### config.mk
export PLATFORM = sky130hd
export DESIGN_NAME = otw_alarm_unit
export DESIGN_NICKNAME = d
export VERILOG_FILES = /design/src/rtl/otw_pkg.sv /design/src/rtl/otw_limit_reg.sv /design/src/rtl/otw_compare.sv /design/src/rtl/otw_alarm_core.sv /design/src/rtl/otw_alarm_unit.sv
export SDC_FILE = /design/constraint.sdc
export NUM_CORES = 1
export LEC_CHECK = 0
export BUFFER_PORTS_ARGS = -buffer_cell sky130_fd_sc_hd__buf_4
export CAP_MARGIN = 20
export CORE_MARGIN = 4
export CORE_UTILIZATION = 50
export CTS_CLUSTER_DIAMETER = 200
export DETAILED_ROUTE_END_ITERATION = 10
export GPL_ROUTABILITY_DRIVEN = 1
export PLACE_DENSITY = 0.94
export SYNTH_ARGS = -nofsm -noshare
export SYNTH_HDL_FRONTEND = slang
export SYNTH_SLANG_ARGS = --single-unit
### constraint.sdc
create_clock -name clk -period 2.72 [get_ports clk]
set_input_delay 0.544 -clock clk [delete_from_list [all_inputs] [get_ports clk]]
set_output_delay 0.544 -clock clk [all_outputs]
set_load 0.1 [all_outputs]
### src/rtl/otw_pkg.sv
package otw_pkg;
  typedef struct packed {
    logic above;
    logic below;
  } otw_cmp_t;
endpackage

### src/rtl/otw_limit_reg.sv
module otw_limit_reg #(
  parameter int W = 16,
  parameter int DROP = 5,
  parameter logic [W-1:0] RST_VAL = '0
) (
  input  logic         clk,
  input  logic         rst,
  input  logic         wr,
  input  logic [W-1:0] wdata,
  output logic [W-1:0] q
);
  localparam int KEEP = W - DROP;
  logic [KEEP-1:0] store;

  always_ff @(posedge clk) begin
    if (rst) store <= RST_VAL[W-1:DROP];
    else if (wr) store <= wdata[W-1:DROP];
  end

  assign q = {store, {DROP{1'b0}}};

  assert_limit_hold_R4: assert property (@(posedge clk) disable iff (rst)
    !wr |=> $stable(q));
  assert_limit_load_R4: assert property (@(posedge clk) disable iff (rst)
    wr |=> (q[W-1:DROP] == $past(wdata[W-1:DROP])));
endmodule

### src/rtl/otw_compare.sv
module otw_compare
  import otw_pkg::*;
#(
  parameter int W = 16,
  parameter int DROP = 5
) (
  input  logic [W-1:0] result,
  input  logic [W-1:0] hi_lim,
  input  logic [W-1:0] lo_lim,
  output otw_cmp_t     cmp
);
  localparam int KEEP = W - DROP;
  logic signed [W-1:0] t_s, hi_s, lo_s;

  assign t_s  = {result[W-1:DROP], {DROP{1'b0}}};
  assign hi_s = hi_lim;
  assign lo_s = lo_lim;

  always_comb begin
    cmp.above = (t_s > hi_s);
    cmp.below = (t_s < lo_s);
  end

  always_comb begin
    if ((hi_s >= lo_s) && cmp.above)
      assert_cmp_exclusive_R10: assert (!cmp.below);
  end
endmodule

### src/rtl/otw_alarm_core.sv
module otw_alarm_core
  import otw_pkg::*;
(
  input  logic     clk,
  input  logic     rst,
  input  logic     conv_done,
  input  otw_cmp_t cmp,
  input  logic     alarm_clr,
  input  logic     status_rd,
  input  logic     cfg_dis,
  input  logic     cfg_pol,
  output logic     alarm_pin,
  output logic     alarm_status,
  output logic     flag_hi,
  output logic     flag_lo
);
  logic alarm_st;
  logic hi_cond, lo_cond;
  logic eff;

  always_ff @(posedge clk) begin
    if (rst) begin
      alarm_st <= 1'b0;
    end else if (conv_done) begin
      if (cmp.above) alarm_st <= 1'b1;
      else if (cmp.below) alarm_st <= 1'b0;
      else if (alarm_clr) alarm_st <= 1'b0;
    end else if (alarm_clr) begin
      alarm_st <= 1'b0;
    end
  end

  always_ff @(posedge clk) begin
    if (rst) begin
      hi_cond <= 1'b0;
      lo_cond <= 1'b0;
    end else if (conv_done) begin
      hi_cond <= cmp.above;
      lo_cond <= cmp.below;
    end
  end

  always_ff @(posedge clk) begin
    if (rst) begin
      flag_hi <= 1'b0;
      flag_lo <= 1'b0;
    end else begin
      if (conv_done && cmp.above) flag_hi <= 1'b1;
      else if (status_rd && !hi_cond) flag_hi <= 1'b0;
      if (conv_done && cmp.below) flag_lo <= 1'b1;
      else if (status_rd && !lo_cond) flag_lo <= 1'b0;
    end
  end

  assign eff = alarm_st & ~cfg_dis;

  always_ff @(posedge clk) begin
    if (rst) begin
      alarm_status <= 1'b0;
      alarm_pin    <= 1'b1;
    end else begin
      alarm_status <= eff;
      alarm_pin    <= cfg_pol ? eff : ~eff;
    end
  end

  assert_set_above_R1: assert property (@(posedge clk) disable iff (rst)
    (conv_done && cmp.above) |=> alarm_st);
  assert_clear_below_R2: assert property (@(posedge clk) disable iff (rst)
    (conv_done && cmp.below) |=> !alarm_st);
  assert_sw_clear_R3: assert property (@(posedge clk) disable iff (rst)
    (alarm_clr && !conv_done) |=> !alarm_st);
  assert_pin_off_R6: assert property (@(posedge clk) disable iff (rst)
    cfg_dis |=> (!alarm_status && (alarm_pin == !$past(cfg_pol))));
  assert_hi_sticky_R7: assert property (@(posedge clk) disable iff (rst)
    $fell(flag_hi) |-> $past(status_rd));
  assert_lo_sticky_R8: assert property (@(posedge clk) disable iff (rst)
    $fell(flag_lo) |-> $past(status_rd));
  assert_status_lag_R9: assert property (@(posedge clk) disable iff (rst)
    (!cfg_dis && $rose(alarm_st)) |=> alarm_status);
endmodule

### src/rtl/otw_alarm_unit.sv
module otw_alarm_unit
  import otw_pkg::*;
#(
  parameter int W = 16,
  parameter int DROP = 5,
  parameter logic [W-1:0] HI_RST = 16'h4880,
  parameter logic [W-1:0] LO_RST = 16'h4600
) (
  input  logic         clk,
  input  logic         rst,
  input  logic         conv_done,
  input  logic [W-1:0] conv_result,
  input  logic         hi_wr,
  input  logic         lo_wr,
  input  logic [W-1:0] wr_data,
  input  logic         cfg_dis,
  input  logic         cfg_pol,
  input  logic         alarm_clr,
  input  logic         status_rd,
  output logic [W-1:0] hi_lim_q,
  output logic [W-1:0] lo_lim_q,
  output logic         alarm_pin,
  output logic         alarm_status,
  output logic         flag_hi,
  output logic         flag_lo
);
  otw_cmp_t cmp;

  otw_limit_reg #(.W(W), .DROP(DROP), .RST_VAL(HI_RST)) u_hi_lim (
    .clk(clk), .rst(rst), .wr(hi_wr), .wdata(wr_data), .q(hi_lim_q));

  otw_limit_reg #(.W(W), .DROP(DROP), .RST_VAL(LO_RST)) u_lo_lim (
    .clk(clk), .rst(rst), .wr(lo_wr), .wdata(wr_data), .q(lo_lim_q));

  otw_compare #(.W(W), .DROP(DROP)) u_cmp (
    .result(conv_result), .hi_lim(hi_lim_q), .lo_lim(lo_lim_q), .cmp(cmp));

  otw_alarm_core u_core (
    .clk(clk), .rst(rst), .conv_done(conv_done), .cmp(cmp),
    .alarm_clr(alarm_clr), .status_rd(status_rd),
    .cfg_dis(cfg_dis), .cfg_pol(cfg_pol),
    .alarm_pin(alarm_pin), .alarm_status(alarm_status),
    .flag_hi(flag_hi), .flag_lo(flag_lo));
endmodule

# Word level (Yosys, flattened, before mapping)
# Cells that the tools add are included.
# Widths: inputs -> output; s select.
# op_classes
order_cmp	2
muxes	9
n_bitwise	3
n_reduce_logical	8
# ops
op	count
$gt 16x16->1	1
$lt 16x16->1	1
$mux 1	9
$logic_and 1x1->1	4
$reduce_bool 2->1	2
$logic_not 1->1	2
$not 1->1	2
$and 1x1->1	1
# word_totals
register_bits	29
input_bits	41
out_inout_bits	36
elab_cells	31

# Logic depth before layout (Yosys ltp)
# Gate-level depths: netlist (run 1).
# logic_depth
ltp_word	4
mapped_depth	7
depth_no_buf	7

# Cells and area by module
# Synthesis (run 1) repeated with hierarchy kept, for this count alone.
# unflattened
hier_cells	184
area_unflattened_um2	1707.9
# modules_own_cells
mod	instances	cells_each	area_each_um2	seq_area_each_um2
otw_limit_reg	2	41	435.4	220.2
otw_compare	1	78	595.6	0.0
otw_alarm_core	1	24	241.5	140.1

# Worst setup path before layout (run 1)
# Ideal clock, no wire load.
# synth_timing
kind	register to register
startpoint	register u_lo_lim.store[10]
endpoint	register u_core.alarm_st
setup_time_ns	0.124
arrival_time_ns	2.367
required_time_ns	2.596
path_slack_ns	0.229
path_stages_with_launch	8
n_path_buf	0
period_less_slack_ns	2.491
path_cell_list	dfxtp_1 inv_1 ha_1 nand4_1 o221ai_1 a211oi_1 mux2_4 o2bb2ai_1
# synth_between
elab_chain_len	4
# synth_lines
item	line	rtl
start: declaration	otw_limit_reg.sv:13	logic [KEEP-1:0] store;
start signal: assignment	otw_limit_reg.sv:16	if (rst) store <= RST_VAL[W-1:DROP];
start signal: assignment	otw_limit_reg.sv:17	else if (wr) store <= wdata[W-1:DROP];
$lt 16x16->1	otw_compare.sv:21	cmp.below = (t_s < lo_s);
$mux 1	otw_alarm_core.sv:26	else if (cmp.below) alarm_st <= 1'b0;
$mux 1	otw_alarm_core.sv:25	if (cmp.above) alarm_st <= 1'b1;
$mux 1	otw_alarm_core.sv:24	end else if (conv_done) begin
end signal: assignment	otw_alarm_core.sv:25	
end signal: assignment	otw_alarm_core.sv:26	
end signal: assignment	otw_alarm_core.sv:27	else if (alarm_clr) alarm_st <= 1'b0;
end: declaration	otw_alarm_core.sv:17	logic alarm_st;
# Every way passes these cells.
# A chain may end at the register's enable or synchronous reset.

# Final worst setup path (run 1)
# Ends and elaborated chain as after synthesis.

==> results of run 1 <==
area by class of cell:
class | count | area [µm²]
inverter | 23 | 86.3
sequential | 29 | 581
tap | 44 | 55.1
multi-input combinational | 124 | 890
clock buffer | 7 | 65.1
fill | 265 | 976
timing repair buffer | 56 | 420
clock inverter | 1 | 5.00
through the flow:
stage          power (W)  std cells
2_1_floorplan   0.000848        192
3_3_place_gp    0.000935        276
3_5_place_dp    0.000942        276
4_1_cts          0.00124        284
5_1_grt          0.00129        284
6_report         0.00123        284
power by group through the flow:
stage / registers (W) / logic [W] / clock network (W)
after floorplan: 0.000658 / 0.000191 / 0
after global placement: 0.000480 / 0.000454 / 0
after detailed placement: 0.000481 / 0.000461 / 0
after CTS: 0.000471 / 0.000463 / 0.000306
after global routing: 0.000475 / 0.000489 / 0.000327
final: 0.000471 / 0.000460 / 0.000296
worst max-delay path: cells and delay by family (launching register included):
family,cells,cell delay [ns]
and+or+nand+nor,1,0.16
DFF,1,0.37
adders and majority gates,1,0.33
AOI/OAI and AO/OA,3,0.58
buffers and inverters,1,0.06
muxes,1,0.35
synth_stat cells (2+ instances only):
cell type                  instances
sky130_fd_sc_hd__a21o_1            2
sky130_fd_sc_hd__nor2_1           17
sky130_fd_sc_hd__or2b_2            2
sky130_fd_sc_hd__clkbuf_1          3
sky130_fd_sc_hd__nand2b_1          2
sky130_fd_sc_hd__buf_2             2
sky130_fd_sc_hd__inv_1            23
sky130_fd_sc_hd__nand3_1           2
sky130_fd_sc_hd__a21oi_1          13
sky130_fd_sc_hd__nor3_1            2
sky130_fd_sc_hd__o21ai_0           3
sky130_fd_sc_hd__nand2_1          12
sky130_fd_sc_hd__mux2i_1          16
sky130_fd_sc_hd__dfxtp_1          29
sky130_fd_sc_hd__buf_4            10
sky130_fd_sc_hd__nand4_1           4
sky130_fd_sc_hd__o211ai_1          7
sky130_fd_sc_hd__ha_1             21
path summary, 6_finish.rpt:
kind,start,to,slack (ns),depth (start not counted)
worst max register to register,u_lo_lim.store[10],u_core.alarm_st,0.76,7
worst min register to register,u_core.hi_cond,u_core.hi_cond,0.48,2
worst max-delay path,u_lo_lim.store[10],u_core.alarm_st,0.76,7
worst min-delay path,wr_data[11],u_hi_lim.store[6],0.44,3
layer usage:
| metal | vias up | track usage, % | routed length [µm] |
|---|---|---|---|
| li1 | 718 | - | - |
| met1 | 636 | 20.9 | 1530 |
| met2 | 43 | 28.7 | 1680 |
| met3 | 5 | 5.30 | 254 |
| met4 | 0 | 5.44 | 40 |
| met5 | - | 0 | 0 |
logic make-up after synthesis:
group           share of synthesized area (%)
simple gates                             12.6
xor+xnor                                0.536
flops                                    35.6
fa+ha+maj                                16.1
mux                                      10.7
other cells                             0.230
buf+inv                                  12.0
compound gates                           12.2
flip-flops by register name, indices dropped and copies added, names as in the netlist:
| signal | flops |
|---|---|
| u_hi_lim.store | 11 |
| u_lo_lim.store | 11 |
| u_core.alarm_pin | 1 |
| u_core.alarm_st | 1 |
| u_core.alarm_status | 1 |
| u_core.flag_hi | 1 |
| u_core.flag_lo | 1 |
| u_core.hi_cond | 1 |
| u_core.lo_cond | 1 |
==> impl_metrics.xml, run 1 <==
<?xml version="1.0" encoding="UTF-8"?>
<metrics>
  <group name="clock_tree">
    <metric name="cts_resized" unit="">0</metric>
    <metric name="cts.root.buffer_cell" unit="">sky130_fd_sc_hd__clkbuf_4</metric>
    <metric name="clock_insertion_delay_worst_skew" unit="ns">0.32</metric>
    <metric name="cts.reportedPaths.clkPinSlew" unit="ns">0.09</metric>
    <metric name="ctsHoldBuffers" unit="">0</metric>
    <metric name="h-tree-depth" unit="">2</metric>
    <metric name="max-clock-path-buffers" unit="">2</metric>
    <metric name="clock_tree_from_tritoncts" unit="">done</metric>
    <metric name="cts_inserted_buffers" unit="">5</metric>
    <metric name="cts_num_sinks" unit="">29</metric>
    <metric name="post_cts.repair.setup_buffers" unit="">0</metric>
  </group>
  <group name="sta">
    <metric name="finalHoldViolCount" unit="">0</metric>
    <metric name="final.setup.worst_slack" unit="ns">0.763</metric>
    <metric name="timing.setup.tns" unit="ns">0</metric>
    <metric name="setup_repair_after_global_routing_missed_its_margin" unit="">no</metric>
    <metric name="timing.final.setup_violations" unit="">0</metric>
    <metric name="max_freq" unit="GHz">0.511</metric>
    <metric name="final_max_slew_viol_count" unit="">0</metric>
    <metric name="layout_min_cycle_time" unit="ns">1.96</metric>
    <metric name="fin_hold_ws" unit="ns">0.442</metric>
    <metric name="finalClockSkew" unit="ns">0.00716</metric>
    <metric name="final.period_utilization" unit="%">72.0</metric>
  </group>
  <group name="global_route">
    <metric name="pin_count_of_the_biggest_net_entering_global_routing" unit="">25</metric>
    <metric name="total_global_routing_track_utilization" unit="%">17.1</metric>
    <metric name="grt_pass1_vias" unit="">1335</metric>
    <metric name="grt_antenna_before_repair" unit="">0</metric>
    <metric name="wire_length_of_the_first_global_routing_pass" unit="µm">5690</metric>
    <metric name="grt-ovfl-total" unit="">0</metric>
  </group>
  <group name="detailed_routing">
    <metric name="routed_wl" unit="µm">3500</metric>
    <metric name="detail_route.drc_violations" unit="">0</metric>
    <metric name="first_pass_drt_iterations" unit="">4</metric>
    <metric name="ant_nets" unit="">0</metric>
    <metric name="drt_iter0_drc" unit="">44</metric>
    <metric name="detail_route.vias_per_cell" unit="">4.94</metric>
    <metric name="detailroute.via_count" unit="">1402</metric>
    <metric name="wire_per_inst" unit="µm">12.3</metric>
  </group>
  <group name="setup_path">
    <metric name="crit_path_max_fanout" unit="">5</metric>
    <metric name="timing.critical_path.slowest_stage_cell" unit="">sky130_fd_sc_hd__dfxtp_1</metric>
    <metric name="worstSetupEndpointType" unit="">register</metric>
    <metric name="arrival_worst_endpoint" unit="ns">2.17</metric>
    <metric name="timing.critical_path.cells" unit="">inv_1 &gt; ha_1 &gt; nand4_1 &gt; o221ai_1 &gt; a211oi_1 &gt; mux2_4 &gt; o2bb2ai_1</metric>
    <metric name="worst_setup_path_start_kind" unit="">register</metric>
    <metric name="cp_slowest_stage_delay" unit="ns">0.37</metric>
    <metric name="timing.critical_path.required" unit="ns">2.93</metric>
    <metric name="criticalPathCategory" unit="">register to register</metric>
  </group>
  <group name="floorplanning">
    <metric name="placement_rows" unit="">20</metric>
    <metric name="pin_count" unit="">77</metric>
    <metric name="floorplan.initialDensity" unit="%">53.0</metric>
    <metric name="chip_height" unit="µm">65.1</metric>
    <metric name="die_width" unit="µm">65.1</metric>
    <metric name="coreArea" unit="µm²">3080</metric>
    <metric name="design.die.area" unit="µm²">4240</metric>
  </group>
  <group name="synthesis">
    <metric name="number_of_unique_standard_cell_types_used_by_synthesis" unit="">31</metric>
    <metric name="synth_enable_flop_cells" unit="">0</metric>
    <metric name="synth_warnings" unit="">0</metric>
    <metric name="synth_top_cell_by_area" unit="">sky130_fd_sc_hd__dfxtp_1</metric>
    <metric name="synthCells" unit="">183</metric>
    <metric name="netlist_area" unit="µm²">1630</metric>
    <metric name="synth-seq-cells" unit="">29</metric>
    <metric name="synth.yosys.seq_area_share" unit="%">35.6</metric>
    <metric name="yosysTopAreaCellShare" unit="%">35.6</metric>
    <metric name="synth_top_cells_by_area" unit="">sky130_fd_sc_hd__dfxtp_1 36%, sky130_fd_sc_hd__ha_1 16%, sky130_fd_sc_hd__mux2i_1 9.8%</metric>
    <metric name="synth_async_sr_flop_share" unit="%">0</metric>
    <metric name="syn_area_per_cell" unit="µm²">8.92</metric>
    <metric name="ys_dominant_reg_cell" unit="">sky130_fd_sc_hd__dfxtp_1</metric>
  </group>
  <group name="power">
    <metric name="net-switching-power" unit="W">0.000502</metric>
    <metric name="combPwrFrac" unit="%">37.5</metric>
    <metric name="p_sw_share" unit="%">40.9</metric>
    <metric name="worst_ir_drop_vdd" unit="µV">309</metric>
    <metric name="power_frac_seq" unit="%">38.4</metric>
    <metric name="pwr_density_cell" unit="nW/µm²">584</metric>
    <metric name="intPower" unit="W">0.000725</metric>
    <metric name="clock_network_power_share" unit="%">24.1</metric>
    <metric name="p_leak" unit="nW">1.07</metric>
  </group>
  <group name="placed_design">
    <metric name="pre_cts_slack" unit="ns">0.503</metric>
    <metric name="dpl-instance-area" unit="µm²">2030</metric>
    <metric name="routabilityCongestion" unit="">0.868</metric>
    <metric name="detailed_place_hpwl" unit="µm">2780</metric>
    <metric name="buffer_ports.inserted" unit="">56</metric>
  </group>
  <group name="final_layout">
    <metric name="most_common_library_cell_in_the_layout_ignoring_fill_and_taps" unit="">sky130_fd_sc_hd__buf_4</metric>
    <metric name="diodes" unit="">0</metric>
    <metric name="layout-area-overhead-vs-synth" unit="%">28.7</metric>
    <metric name="mostFrequentLayoutCells" unit="">56 x sky130_fd_sc_hd__buf_4, 29 x sky130_fd_sc_hd__dfxtp_1, 23 x sky130_fd_sc_hd__inv_1</metric>
    <metric name="final_layout_size_suffix_gt1_share" unit="%">27.9</metric>
    <metric name="design_area" unit="µm²">2100</metric>
    <metric name="finish.utilization" unit="%">68.3</metric>
    <metric name="design.final.nets" unit="">301</metric>
  </group>
  <group name="worst_hold_path">
    <metric name="hold_path_class" unit="">input pin to register</metric>
  </group>
  <group name="run_status">
    <metric name="run_status" unit="">finished, final reports clean</metric>
  </group>
  <group name="job">
    <metric name="drv.max_cap_violation_count" unit="">0</metric>
  </group>
</metrics>
(Power assumes the default switching activity.)
==> run 2, diff against run 1 <==
--- a/config.mk
+++ b/config.mk
@@ -8,11 +8,11 @@
 export BUFFER_PORTS_ARGS = -buffer_cell sky130_fd_sc_hd__buf_4
 export CAP_MARGIN = 20
 export CORE_MARGIN = 4
-export CORE_UTILIZATION = 50
+export CORE_UTILIZATION = 46
 export CTS_CLUSTER_DIAMETER = 200
 export DETAILED_ROUTE_END_ITERATION = 10
 export GPL_ROUTABILITY_DRIVEN = 1
-export PLACE_DENSITY = 0.94
+export PLACE_DENSITY = 0.88
 export SYNTH_ARGS = -nofsm -noshare
 export SYNTH_HDL_FRONTEND = slang
 export SYNTH_SLANG_ARGS = --single-unit
==> constraint.sdc (replaced) <==
create_clock -name clk -period 2 [get_ports clk]
set_input_delay 0.4 -clock clk [delete_from_list [all_inputs] [get_ports clk]]
set_output_delay 0.4 -clock clk [all_outputs]
set_load 0.1 [all_outputs]
==> impl_metrics.xml, run 2 (same netlist as run 1, synthesis figures left out) <==
<?xml version="1.0" encoding="UTF-8"?>
<metrics>
  <group name="power">
    <metric name="intPower" unit="W">0.000924</metric>
    <metric name="power_frac_seq" unit="%">40.0</metric>
    <metric name="p_leak" unit="nW">1.06</metric>
    <metric name="clock_network_power_share" unit="%">20.7</metric>
    <metric name="net-switching-power" unit="W">0.000676</metric>
    <metric name="combPwrFrac" unit="%">39.3</metric>
    <metric name="pwr_density_cell" unit="nW/µm²">751</metric>
    <metric name="p_sw_share" unit="%">42.2</metric>
    <metric name="worst_ir_drop_vdd" unit="µV">326</metric>
    <metric name="p_total" unit="W">0.00160</metric>
  </group>
  <group name="setup_path">
    <metric name="cpLargestDelayFamily" unit="">compound AO/OA/AOI/OAI gates</metric>
    <metric name="cp_slowest_stage_delay" unit="ns">0.35</metric>
    <metric name="worstSetupEndpointType" unit="">register</metric>
    <metric name="crit-reg2reg-capture" unit="">u_core.alarm_st</metric>
    <metric name="startpoint_of_the_most_critical_register_to_register_path" unit="">u_lo_lim.store[10]</metric>
    <metric name="crit_path_max_fanout" unit="">5</metric>
    <metric name="arrival_worst_endpoint" unit="ns">2.05</metric>
    <metric name="crit_buf_inv" unit="">1</metric>
    <metric name="ff2ff_setup_slack" unit="ns">0.15</metric>
    <metric name="timing.critical_path.cells" unit="">inv_1 &gt; ha_1 &gt; nand4_1 &gt; o221ai_1 &gt; a211oi_2 &gt; mux2_4 &gt; o2bb2ai_1</metric>
    <metric name="worst_setup_path_start_kind" unit="">register</metric>
    <metric name="criticalPathCategory" unit="">register to register</metric>
    <metric name="r2r_cells" unit="">7</metric>
    <metric name="timing.critical_path.required" unit="ns">2.20</metric>
    <metric name="timing.critical_path.slowest_stage_cell" unit="">sky130_fd_sc_hd__dfxtp_4</metric>
    <metric name="crit_start" unit="">u_lo_lim.store[10]</metric>
  </group>
  <group name="global_route">
    <metric name="total_global_routing_track_utilization" unit="%">16.6</metric>
    <metric name="pin_count_of_the_biggest_net_entering_global_routing" unit="">25</metric>
    <metric name="wire_length_of_the_first_global_routing_pass" unit="µm">5630</metric>
    <metric name="grt-ovfl-total" unit="">0</metric>
    <metric name="grt_antenna_before_repair" unit="">0</metric>
    <metric name="grt_pass1_vias" unit="">1269</metric>
  </group>
  <group name="floorplanning">
    <metric name="pin_count" unit="">77</metric>
    <metric name="floorplan.initialDensity" unit="%">48.2</metric>
    <metric name="chip_height" unit="µm">67.6</metric>
    <metric name="die_width" unit="µm">67.6</metric>
    <metric name="design.die.area" unit="µm²">4570</metric>
    <metric name="coreArea" unit="µm²">3390</metric>
    <metric name="placement_rows" unit="">21</metric>
  </group>
  <group name="sta">
    <metric name="layout_min_cycle_time" unit="ns">1.85</metric>
    <metric name="timing.setup.tns" unit="ns">0</metric>
    <metric name="setup_repair_after_global_routing_missed_its_margin" unit="">no</metric>
    <metric name="max_freq" unit="GHz">0.542</metric>
    <metric name="finalHoldViolCount" unit="">0</metric>
    <metric name="final.period_utilization" unit="%">92.3</metric>
    <metric name="final_max_slew_viol_count" unit="">0</metric>
    <metric name="timing.final.setup_violations" unit="">0</metric>
    <metric name="final.setup.worst_slack" unit="ns">0.154</metric>
    <metric name="finalClockSkew" unit="ns">0.00568</metric>
  </group>
  <group name="final_layout">
    <metric name="diodes" unit="">0</metric>
    <metric name="reg_top3" unit="">u_hi_lim.store (11), u_lo_lim.store (11)</metric>
    <metric name="final_layout_size_suffix_gt1_share" unit="%">35.8</metric>
    <metric name="mostFrequentLayoutCells" unit="">56 x sky130_fd_sc_hd__buf_4, 23 x sky130_fd_sc_hd__inv_1, 21 x sky130_fd_sc_hd__ha_1</metric>
    <metric name="design.final.nets" unit="">301</metric>
    <metric name="most_common_library_cell_in_the_layout_ignoring_fill_and_taps" unit="">sky130_fd_sc_hd__buf_4</metric>
    <metric name="layout-area-overhead-vs-synth" unit="%">30.6</metric>
    <metric name="final_cells" unit="">286</metric>
  </group>
  <group name="placed_design">
    <metric name="routabilityCongestion" unit="">0.850</metric>
    <metric name="numPlacedInstances" unit="">278</metric>
    <metric name="buffer_ports.inserted" unit="">56</metric>
    <metric name="detailed_place_hpwl" unit="µm">2860</metric>
    <metric name="pre_cts_slack" unit="ns">0.000438</metric>
  </group>
  <group name="worst_hold_path">
    <metric name="worstHoldPathCells" unit="">3</metric>
    <metric name="worst_hold_startpoint" unit="">wr_data[9]</metric>
    <metric name="hold_end" unit="">u_lo_lim.store[4]</metric>
    <metric name="hold_path_class" unit="">input pin to register</metric>
  </group>
  <group name="detailed_routing">
    <metric name="detail_route.drc_violations" unit="">0</metric>
    <metric name="detailroute.via_count" unit="">1369</metric>
    <metric name="detail_route.vias_per_cell" unit="">4.79</metric>
    <metric name="ant_nets" unit="">0</metric>
    <metric name="first_pass_drt_iterations" unit="">4</metric>
    <metric name="drt_iter0_drc" unit="">41</metric>
    <metric name="routed_wl" unit="µm">3530</metric>
    <metric name="wire_per_inst" unit="µm">12.3</metric>
  </group>
  <group name="clock_tree">
    <metric name="cts_num_sinks" unit="">29</metric>
    <metric name="post_cts.repair.setup_buffers" unit="">0</metric>
    <metric name="ctsHoldBuffers" unit="">0</metric>
    <metric name="max-clock-path-buffers" unit="">2</metric>
    <metric name="cts.root.buffer_cell" unit="">sky130_fd_sc_hd__clkbuf_4</metric>
    <metric name="cts_resized" unit="">0</metric>
    <metric name="cts.reportedPaths.clkPinSlew" unit="ns">0.08</metric>
    <metric name="clock_tree_from_tritoncts" unit="">done</metric>
    <metric name="h-tree-depth" unit="">2</metric>
    <metric name="clock_insertion_delay_worst_skew" unit="ns">0.32</metric>
    <metric name="cts_inserted_buffers" unit="">5</metric>
  </group>
  <group name="job">
    <metric name="drv.max_cap_violation_count" unit="">0</metric>
  </group>
  <group name="run_status">
    <metric name="run_status" unit="">finished, final reports clean</metric>
  </group>
</metrics>
==> run 2: changes by cell type in the layout (fill, tap and decap cells not counted), sizes merged <==
| cell | change |
|---|---|
| clkinv | -1 |
| clkbuf | +1 |
==> run 2: power by group through the flow <==
| stage | clock, W | combinational (W) | sequential, W |
|---|---|---|---|
| 6_report | 0.000332 | 0.000628 | 0.000640 |
| 2_1_floorplan | 0 | 0.000260 | 0.000898 |
| 3_3_place_gp | 0 | 0.000622 | 0.000653 |
| 5_1_grt | 0.000373 | 0.000668 | 0.000647 |
| 4_1_cts | 0.000339 | 0.000632 | 0.000641 |
| 3_5_place_dp | 0 | 0.000631 | 0.000654 |
==> run 2: stage by stage <==
step | cell area [µm²] | hold WS [ns] | util, %
after floorplan | 1720 | 0.444 | -
after global placement | 2080 | 0.459 | 61.5
after detailed placement | 2080 | 0.466 | 61.5
after CTS | 2130 | 0.287 | 62.9
after global routing | 2130 | 0.284 | 62.9
final | 2130 | 0.295 | 62.9
==> run 2: how the worst max path moves through the flow <==
stage / endpoint / slack, ns / depth (start not counted)
4_1_cts: u_core.alarm_st / 0.15 / 7
6_report: u_core.alarm_st / 0.15 / 7
5_1_grt: u_core.alarm_st / 0.06 / 7
2_1_floorplan: u_core.alarm_st / 0.02 / 7
3_5_place_dp: u_core.alarm_st / 0.0004 / 7
3_3_place_gp: u_core.alarm_st / 0.02 / 7
==> run 2: worst reg2reg max path, stage by stage (launching register included) <==
cell	delay, ns
sky130_fd_sc_hd__dfxtp_4	0.35
sky130_fd_sc_hd__inv_1	0.04
sky130_fd_sc_hd__ha_1	0.32
sky130_fd_sc_hd__nand4_1	0.16
sky130_fd_sc_hd__o221ai_1	0.16
sky130_fd_sc_hd__a211oi_2	0.24
sky130_fd_sc_hd__mux2_4	0.34
sky130_fd_sc_hd__o2bb2ai_1	0.12
==> run 2: metal layers <==
layer / vias up / wire (µm) / track usage, %
met4: 0 / 48 / 6.08
met1: 600 / 1530 / 20.1
met5: - / 0 / 0
met2: 48 / 1670 / 27.3
li1: 714 / - / -
met3: 7 / 283 / 5.16
==> run 2: final cells by class <==
class	instances	area, µm²
clock buffer	8	48.8
fill	305	1260
inverter	23	86.3
multi-input combinational	124	895
sequential	29	624
tap	46	57.6
timing repair buffer	56	420
